`src/rtl/vb_pkg.sv`:
```
package vb_pkg;
  typedef enum logic [1:0] {
    OP_IDLE   = 2'd0,
    OP_INSERT = 2'd1,
    OP_SWAP   = 2'd2
  } vb_op_e;
endpackage

```
`src/rtl/vb_match.sv`:
```
module vb_match #(
  parameter int N      = 8,
  parameter int ADDR_W = 28,
  parameter int DATA_W = 64,
  parameter int IW     = $clog2(N)
) (
  input  logic [N-1:0]      ent_valid,
  input  logic [ADDR_W-1:0] ent_tag  [N],
  input  logic [DATA_W-1:0] ent_data [N],
  input  logic [N-1:0]      ent_dirty,
  input  logic [ADDR_W-1:0] look_addr,
  output logic [N-1:0]      match_vec,
  output logic              any_match,
  output logic [IW-1:0]     match_idx,
  output logic [DATA_W-1:0] match_data,
  output logic              match_dirty
);
  for (genvar g = 0; g < N; g++) begin : g_cmp
    assign match_vec[g] = ent_valid[g] && (ent_tag[g] == look_addr);
  end

  assign any_match = |match_vec;

  // One-hot select by OR-reduction; relies on at most one match
  always_comb begin
    match_idx   = '0;
    match_data  = '0;
    match_dirty = 1'b0;
    for (int i = 0; i < N; i++) begin
      if (match_vec[i]) begin
        match_idx   = match_idx | IW'(i);
        match_data  = match_data | ent_data[i];
        match_dirty = match_dirty | ent_dirty[i];
      end
    end
  end
endmodule

```
`src/rtl/vb_age.sv`:
```
module vb_age #(
  parameter int N  = 8,
  parameter int IW = $clog2(N)
) (
  input  logic          clk,
  input  logic          rst_n,
  input  logic          touch,
  input  logic [IW-1:0] touch_idx,
  output logic [N-1:0]  lru_vec,
  output logic [IW-1:0] lru_idx
);
  // Ages form a permutation of 0..N-1; age N-1 marks the least recent slot
  logic [IW-1:0] age_q [N];

  always_ff @(posedge clk or negedge rst_n) begin
    if (!rst_n) begin
      for (int i = 0; i < N; i++) age_q[i] <= IW'(i);
    end else if (touch) begin
      for (int i = 0; i < N; i++) begin
        if (touch_idx == IW'(i))
          age_q[i] <= '0;
        else if (age_q[i] < age_q[touch_idx])
          age_q[i] <= age_q[i] + 1'b1;
      end
    end
  end

  for (genvar g = 0; g < N; g++) begin : g_old
    assign lru_vec[g] = (age_q[g] == IW'(N - 1));
  end

  always_comb begin
    lru_idx = '0;
    for (int i = 0; i < N; i++)
      if (lru_vec[i]) lru_idx = IW'(i);
  end
endmodule

```
`src/rtl/evict_store.sv`:
```
module evict_store #(
  parameter int ENTRIES = 8,
  parameter int ADDR_W  = 28,
  parameter int DATA_W  = 64
) (
  input  logic              clk,
  input  logic              rst_n,
  input  logic              ins_valid,
  output logic              ins_ready,
  input  logic [ADDR_W-1:0] ins_addr,
  input  logic [DATA_W-1:0] ins_data,
  input  logic              ins_dirty,
  input  logic [ADDR_W-1:0] probe_addr,
  output logic              probe_hit,
  output logic [DATA_W-1:0] probe_data,
  output logic              probe_dirty,
  input  logic              swap_en,
  input  logic              swap_in_valid,
  input  logic [ADDR_W-1:0] swap_in_addr,
  input  logic [DATA_W-1:0] swap_in_data,
  input  logic              swap_in_dirty,
  output logic              wb_valid,
  input  logic              wb_ready,
  output logic [ADDR_W-1:0] wb_addr,
  output logic [DATA_W-1:0] wb_data
);
  import vb_pkg::*;

  localparam int IW = $clog2(ENTRIES);

  logic [ENTRIES-1:0] valid_q;
  logic [ENTRIES-1:0] dirty_q;
  logic [ADDR_W-1:0]  tag_q  [ENTRIES];
  logic [DATA_W-1:0]  data_q [ENTRIES];

  logic [ENTRIES-1:0] hit_vec;
  logic [IW-1:0]      hit_idx;
  logic [ENTRIES-1:0] lru_vec;
  logic [IW-1:0]      lru_idx;
  logic [IW-1:0]      free_idx;
  logic [IW-1:0]      slot;
  logic               full;
  logic               lru_dirty;
  logic               wr_en;
  logic [ADDR_W-1:0]  wr_addr;
  logic [DATA_W-1:0]  wr_data;
  logic               wr_dirty;
  vb_op_e             op;

  vb_match #(.N(ENTRIES), .ADDR_W(ADDR_W), .DATA_W(DATA_W), .IW(IW)) u_match (
    .ent_valid   (valid_q),
    .ent_tag     (tag_q),
    .ent_data    (data_q),
    .ent_dirty   (dirty_q),
    .look_addr   (probe_addr),
    .match_vec   (hit_vec),
    .any_match   (probe_hit),
    .match_idx   (hit_idx),
    .match_data  (probe_data),
    .match_dirty (probe_dirty)
  );

  vb_age #(.N(ENTRIES), .IW(IW)) u_age (
    .clk       (clk),
    .rst_n     (rst_n),
    .touch     (wr_en),
    .touch_idx (slot),
    .lru_vec   (lru_vec),
    .lru_idx   (lru_idx)
  );

  // Lowest-numbered free slot
  always_comb begin
    free_idx = '0;
    for (int i = ENTRIES - 1; i >= 0; i--)
      if (!valid_q[i]) free_idx = IW'(i);
  end

  assign full      = &valid_q;
  assign lru_dirty = dirty_q[lru_idx];

  // Swap wins the cycle; a full store with dirty LRU waits for the writeback sink
  assign ins_ready = !swap_en && (!full || !lru_dirty || wb_ready);
  assign wb_valid  = ins_valid && !swap_en && full && lru_dirty;
  assign wb_addr   = tag_q[lru_idx];
  assign wb_data   = data_q[lru_idx];

  always_comb begin
    if (swap_en && probe_hit)        op = OP_SWAP;
    else if (ins_valid && ins_ready) op = OP_INSERT;
    else                             op = OP_IDLE;
  end

  always_comb begin
    if (op == OP_SWAP) slot = hit_idx;
    else if (full)     slot = lru_idx;
    else               slot = free_idx;
  end

  assign wr_en    = (op == OP_INSERT) || ((op == OP_SWAP) && swap_in_valid);
  assign wr_addr  = (op == OP_SWAP) ? swap_in_addr  : ins_addr;
  assign wr_data  = (op == OP_SWAP) ? swap_in_data  : ins_data;
  assign wr_dirty = (op == OP_SWAP) ? swap_in_dirty : ins_dirty;

  always_ff @(posedge clk or negedge rst_n) begin
    if (!rst_n)
      valid_q <= '0;
    else if ((op == OP_SWAP) && !swap_in_valid)
      valid_q[slot] <= 1'b0;
    else if (wr_en)
      valid_q[slot] <= 1'b1;
  end

  always_ff @(posedge clk) begin
    if (wr_en) begin
      tag_q[slot]   <= wr_addr;
      data_q[slot]  <= wr_data;
      dirty_q[slot] <= wr_dirty;
    end
  end
endmodule

```
`config.mk`:
```
export PLATFORM = sky130hd
export DESIGN_NAME = evict_store
export DESIGN_NICKNAME = d
export VERILOG_FILES = /design/src/rtl/vb_pkg.sv /design/src/rtl/vb_match.sv /design/src/rtl/vb_age.sv /design/src/rtl/evict_store.sv
export SDC_FILE = /design/constraint.sdc
export NUM_CORES = 2
export LEC_CHECK = 0
export BUFFER_PORTS_ARGS = -buffer_cell sky130_fd_sc_hd__buf_2
export CORE_UTILIZATION = 45
export DETAILED_ROUTE_END_ITERATION = 6
export PLACE_DENSITY = 0.75
export SETUP_SLACK_MARGIN = 0.4
export SYNTH_ARGS = -nofsm -noshare
export SYNTH_HDL_FRONTEND = slang
export SYNTH_SLANG_ARGS = --single-unit
```
`constraint.sdc`:
```
create_clock -name clk -period 11.8 [get_ports clk]
set_clock_uncertainty 0.1 [all_clocks]
set_input_delay 1.18 -clock clk [delete_from_list [all_inputs] [get_ports clk]]
set_output_delay 1.18 -clock clk [all_outputs]
set_load 0.1 [all_outputs]
```
Word level (Yosys, flattened, before mapping) --
Cells that the tools add are included.
Word-level totals: register bits 776, bits in latches 0, memory bits (writable) 0, bits in read-only memories 0, memories kept 0
Operators by class: $add $sub $neg 8, $mul 0, div/mod/pow operators 0, magnitude comparators 14, equality and inequality tests 24, shift-type cells 0, multiplexer cells 83, bitwise logic cells 19, reduce and logical (&&, ||, !) cells 45
Operators by type and width (number):
- 64-bit two-way mux | 12
- 512-bit bitwise mux | 1
- 64-bit bitwise OR | 7
- 224-bit bitwise mux | 1
- 28-bit == test | 8
- 64-bit binary-select mux with 3-bit select | 1
- 64-bit demux with 3-bit select | 1
- 28-bit two-way mux | 4
- 3-bit two-way mux | 36
- 28-bit binary-select mux with 3-bit select | 1
- 28-bit demux with 3-bit select | 1
- 3-bit == test, second input constant | 11
- 3-bit by 1-bit adder with 3-bit output, second input constant | 8
- 3-bit less-than comparator | 8
- 1-bit logical AND | 18
- 2-bit nonzero test | 9
- 8-bit two-way mux | 2
- 2-bit AND reduction | 8
- 1-bit two-way mux | 14
- 2-bit two-way mux | 5
- 3-bit binary-select mux with 3-bit select | 1
- 8-bit AND | 1
- 8-bit bitwise mux | 1
- 4-bit greater-or-equal comparator, second input constant | 2
- 18 further kinds | 32

Depth between registers and ports, before layout --
word-level depth 26, depth in mapped cells 20

Modules after synthesis --
A second synthesis with hierarchy kept.
Second synthesis, totals: cell total of the unflattened synthesis 2820, area, all modules 38338.0 µm²
By module, submodules not included:
- evict_store | times used 1, cells an instance 1653, area an instance 29623.4 µm²
- vb_match | times used 1, cells an instance 949, area an instance 6498.7 µm²
- vb_age | times used 1, cells an instance 218, area an instance 2215.9 µm²

Worst setup path after synthesis --
OpenSTA, ideal clock, no wires.
path type input to register, start input port probe_addr[27], end register data_q[192] in the netlist's numbering (enable), arrival 9.549 ns, data required time 11.042 ns, path slack 1.493 ns, cell stages on the path 11, cell sequence buf_4 -> xor2_1 -> nor4_1 -> nand2_1 -> nor4_2 -> nor4_1 -> a21boi_1 -> buf_2 -> a21oi_1 -> clkbuf_1 -> nor3_1
On the way: longest elaborated chain between the ends 8, elaborated cells between the ends (all ways) 23, classes of those cells eq/ne: 10; mux: 1; reduce/logical: 12
RTL lines:
- start, declared | RTL line evict_store.sv:13 | input logic [ADDR_W-1:0] probe_addr,
- 28-bit == test | RTL line vb_match.sv:19 | assign match_vec[g] = ent_valid[g] && (ent_tag[g] == look_addr);
- 1-bit logical AND | RTL line vb_match.sv:19
- 8-bit OR reduction (*) | RTL line vb_match.sv:22 | assign any_match = |match_vec;
- 1-bit logical AND (*) | RTL line evict_store.sv:89 | if (swap_en && probe_hit) op = OP_SWAP;
- 2-bit two-way mux (*) | RTL line evict_store.sv:89
- 2-bit == test | RTL line evict_store.sv:100 | assign wr_en = (op == OP_INSERT) || ((op == OP_SWAP) && swap_in_valid);
- 1-bit logical AND | RTL line evict_store.sv:100
- 1-bit logical OR (*) | RTL line evict_store.sv:100
- end signal, assigned by index | RTL line evict_store.sv:117 | data_q[slot] <= wr_data;
- end, declared | RTL line evict_store.sv:34 | logic [DATA_W-1:0] data_q [ENTRIES];
Every way passes the cells marked *; elsewhere a longest branch is shown, timed or not. A chain may end at the register's enable or synchronous reset.

Final worst setup path --
start register u_age.age_q[15] in the netlist's numbering, end output port wb_addr[23]
On the way: longest elaborated chain between the ends 11
RTL lines:
- start, declared | RTL line vb_age.sv:13 | logic [IW-1:0] age_q [N];
- start signal, assigned by index | RTL line vb_age.sv:23 | age_q[i] <= age_q[i] + 1'b1;
- 3-bit == test | RTL line vb_age.sv:29 | assign lru_vec[g] = (age_q[g] == IW'(N - 1));
- 2-bit two-way mux (2 in a row) | RTL line vb_age.sv:35 | if (lru_vec[i]) lru_idx = IW'(i);
- 3-bit two-way mux (4 in a row) | RTL line vb_age.sv:35
- 3-bit inverter with 4-bit output (not written as such) | RTL line evict_store.sv:85 | assign wb_addr = tag_q[lru_idx];
- 28-bit binary-select mux with 3-bit select | RTL line evict_store.sv:85
- 28-bit two-way mux (not written as such) (2 in a row) | RTL line evict_store.sv:85
- end, declared | RTL line evict_store.sv:24 | output logic [ADDR_W-1:0] wb_addr,
No other way between the ends. The select of a mux whose other input is x is not followed.

==> flow_summary.json <==
{
  "crit_required_ns": 10.52,
  "dp_slack_ns": 4.716,
  "slowest_delay_ns": 1.00,
  "synth-main-ff-cell": "edfxtp_1",
  "p_switching_uw": 6443,
  "swShare": 0.4812,
  "drcViolationCount": 61,
  "peakVddDrop_mv": 0.4075,
  "cts_tree": "yes",
  "ios": 380,
  "hold_viol_final": 0,
  "syn_to_final_growth_pct": 15.39,
  "leakagePower_uw": 0.01477,
  "tightestPinTransition_ns": 1.240,
  "violations": "DRC",
  "rsz0062_at_grt": "false",
  "hold_ws_ns": 0.4013,
  "critical_path_arrival_ns": 6.04,
  "grt_start_max_net_pins": 116,
  "multiInputGateArea_um2": 13080,
  "worst_path_max_delay_cell": "buf_4",
  "max_cap_violations": 0,
  "syn_area_per_cell_um2": 15.27,
  "die_y_um": 288.4,
  "synthesis.instances": 2417,
  "synthArstFlopShare": 0.04124,
  "core_um2": 80810,
  "gp_congestion": 0.9909,
  "clk_pin_slew_ns": 0.06,
  "wl_per_cell_um": 29.74,
  "postRouteAntennaNets": 0,
  "syn-num-nets": 2668,
  "crit_family": "buffers and inverters",
  "ys_warn_count": 0,
  "cp_max_fo": 115,
  "htree_levels": 3,
  "vias": 24960,
  "cts_root_buffer": "clkbuf_16",
  "grt.met2_usage": 0.4589,
  "cts_resized": 0,
  "regArea_um2": 23160,
  "yosysSeqAreaShare": 0.6275,
  "via_per_inst": 6.410,
  "slew_violations": 0,
  "die-area_um2": 83160,
  "yosys.area_share.simple": 0.06987,
  "grt_pass1_vias": 25430,
  "crit_path_frequent_cell": "ha_1",
  "cts.path.max_buffers": 3,
  "path_buf_inv": 3,
  "synth_compound_area_frac": 0.07496,
  "portBuffers": 379,
  "busiest_layer": "met2",
  "crit_chain": "ha_1 -> ha_1 -> nand2b_1 -> a21oi_1 -> nor2_1 -> o21bai_4 -> buf_12 -> buf_4 -> mux4_2 -> mux2_2 -> buf_2",
  "start_util": 0.4567,
  "synth.distinct_cells": 58,
  "synth.area.mux_share": 0.1427,
  "synth_edf_count": 744,
  "synth_top_family_by_area": "multiplexers",
  "synth-adder-area-share": 0.01051,
  "die_x_um": 288.4,
  "place_hpwl_um": 72530,
  "rows": 104,
  "hold_class": "flop to flop",
  "cp-end-kind": "output port",
  "power_frac_seq": 0.288,
  "nFillCells": 6450,
  "start_kind": "flop",
  "netlist_area_um2": 36910,
  "max_freq_ghz": 0.1366,
  "fin_ws_ns": 4.479,
  "critPathKind": "flop to output port",
  "power_frac_comb": 0.523,
  "post_cts.repair.setup_buffers": 0,
  "grt_use_met1": 0.3662,
  "grt_antenna_before_repair": 5,
  "grt_pass1_wl_um": 167800,
  "setup_violations": 0,
  "power_frac_clock": 0.189,
  "internal_power_uw": 6946,
  "nNetsFinal": 3016,
  "cts_buffers": 82,
  "wirelength_um": 115800,
  "drtIter0Drc": 3268,
  "power.density_nw_per_um2": 314.4,
  "grtUsageTotal": 0.2761,
  "finalCriticalPeriod_ns": 7.321,
  "status": "finished, violations left",
  "cts_hold_buf": 0,
  "drive_above_1_share": 0.3059,
  "synth_seq_cells": 776,
  "cts.sinks": 776,
  "drtPass1Iterations": 7,
  "clkLatencyLatePin_ns": 0.66,
  "met3_usage": 0.04692,
  "slew_headroom": 0.1733,
  "synth-xor-area-share": 0.05245,
  "finalSetupTns_ns": 0,
  "grt-ovfl-total": 0,
  "fin_crit_sh": 0.6204
}
==> power groups by stage <==
stage	Clock (µW)	Combinational, µW	Sequential [µW]
after floorplan	0	5480	3880
after global placement	0	6860	3860
after detailed placement	0	6960	3900
after CTS	2560	6990	3850
after global routing	2650	7300	3890
final	2530	7000	3860
==> layout make-up <==
| cell class | count | share of cell area |
|---|---|---|
| clock buffer | 101 | 0.04986 |
| tap | 1060 | 0.03114 |
| antenna | 5 | 0.0002938 |
| inverter | 24 | 0.002115 |
| timing repair buffer | 428 | 0.05377 |
| sequential | 776 | 0.5438 |
| multi-input combinational | 1453 | 0.3072 |
| clock inverter | 46 | 0.01187 |
==> flip-flops by register name, indices dropped and copies added, names as in the netlist, named ones only <==
signal and count:
data_q 512, tag_q 224, u_age.age_q 24, dirty_q 8
==> layer usage <==
metal / part of all wire / up-vias
li1: - / 10370
met1: 0.37 / 12680
met2: 0.49 / 1633
met3: 0.11 / 266
met4: 0.034 / 2
met5: 0.000060 / -
==> worst paths after layout <==
kind	startpoint	endpoint	slack, ns	cells past startpoint
worst max-delay path	u_age.age_q[15]	wb_addr[23]	4.48	11
worst min-delay path	u_age.age_q[11]	u_age.age_q[11]	0.40	2
worst max register to register	u_age.age_q[15]	u_age.age_q[23]	4.59	20
worst min register to register	u_age.age_q[11]	u_age.age_q[11]	0.40	2
max in group asynchronous	rst_n	asynchronous set/reset pin	10.54	1
min in group asynchronous	rst_n	u_age.age_q[15]	0.54	1
==> placed cells by master (no fill, tap or decap), types with 19 or more instances in the layout <==
cell type,netlist,final
edfxtp_1,744,744
buf_2,3,379
nand2_1,316,316
a22oi_1,235,235
mux4_2,186,186
xor2_1,177,177
mux2_2,92,92
nand4_1,85,85
clkbuf_16,0,82
nor4_1,49,48
buf_4,28,47
xnor2_1,44,44
nor2_1,34,32
a21oi_1,32,31
ha_1,31,31
inv_1,24,24
dfrtp_1,20,20
clkbuf_1,99,19
==> metrics by stage <==
step                cells  power [µW]  cell area [µm²]    util
finish               3893       13390            42580  0.5270
global route         3888       13850            42570  0.5268
global placement     3741       10730            39940  0.4943
CTS                  3888       13390            42570  0.5268
floorplan            2417        9358            36910       -
detailed placement   3741       10860            39940  0.4943
==> kinds of logic after synthesis <==
logic type,count (synthesis)
AO/OA/AOI/OAI,373
buffers and inverters,188
adder cells (fa/ha/maj),31
flip-flops,776
XOR/XNOR,221
AND/OR/NAND/NOR,546
multiplexers,282
==> worst min-delay path, cell delays in order, from the launching register on <==
cell and delay, ns:
dfstp_2 0.40, inv_1 0.05, o2bb2ai_1 0.05
==> Yosys cell counts (4+ instances only) <==
library cell  instances  area [µm²]
a211o_1               5       43.79
a21oi_1              32       160.2
a222oi_1             13       130.1
a22oi_1             235        1764
a31oi_1               8       50.05
buf_1                34       127.6
buf_4                28       210.2
clkbuf_1             99       371.6
dfrtp_1              20       500.5
dfstp_2              12       315.3
edfxtp_1            744       22340
ha_1                 31       387.9
inv_1                24       90.09
mux2_2               92        1036
mux2i_1               4       40.04
mux4_2              186        4189
nand2_1             316        1186
nand2b_1              7       43.79
nand3_1              13       65.06
nand4_1              85       531.8
nor2_1               34       127.6
nor3_1               23       115.1
nor4_1               49       306.5
nor4_2                8       100.1
o211ai_1              4       30.03
o21a_1               13       97.59
o21ai_0              14       70.07
o21ai_1               5       25.02
o22a_1                6       52.55
o22ai_1               8       50.05
o2bb2ai_1             4       35.03
xnor2_1              44       385.4
xor2_1              177        1550
(Power assumes the default switching activity.)
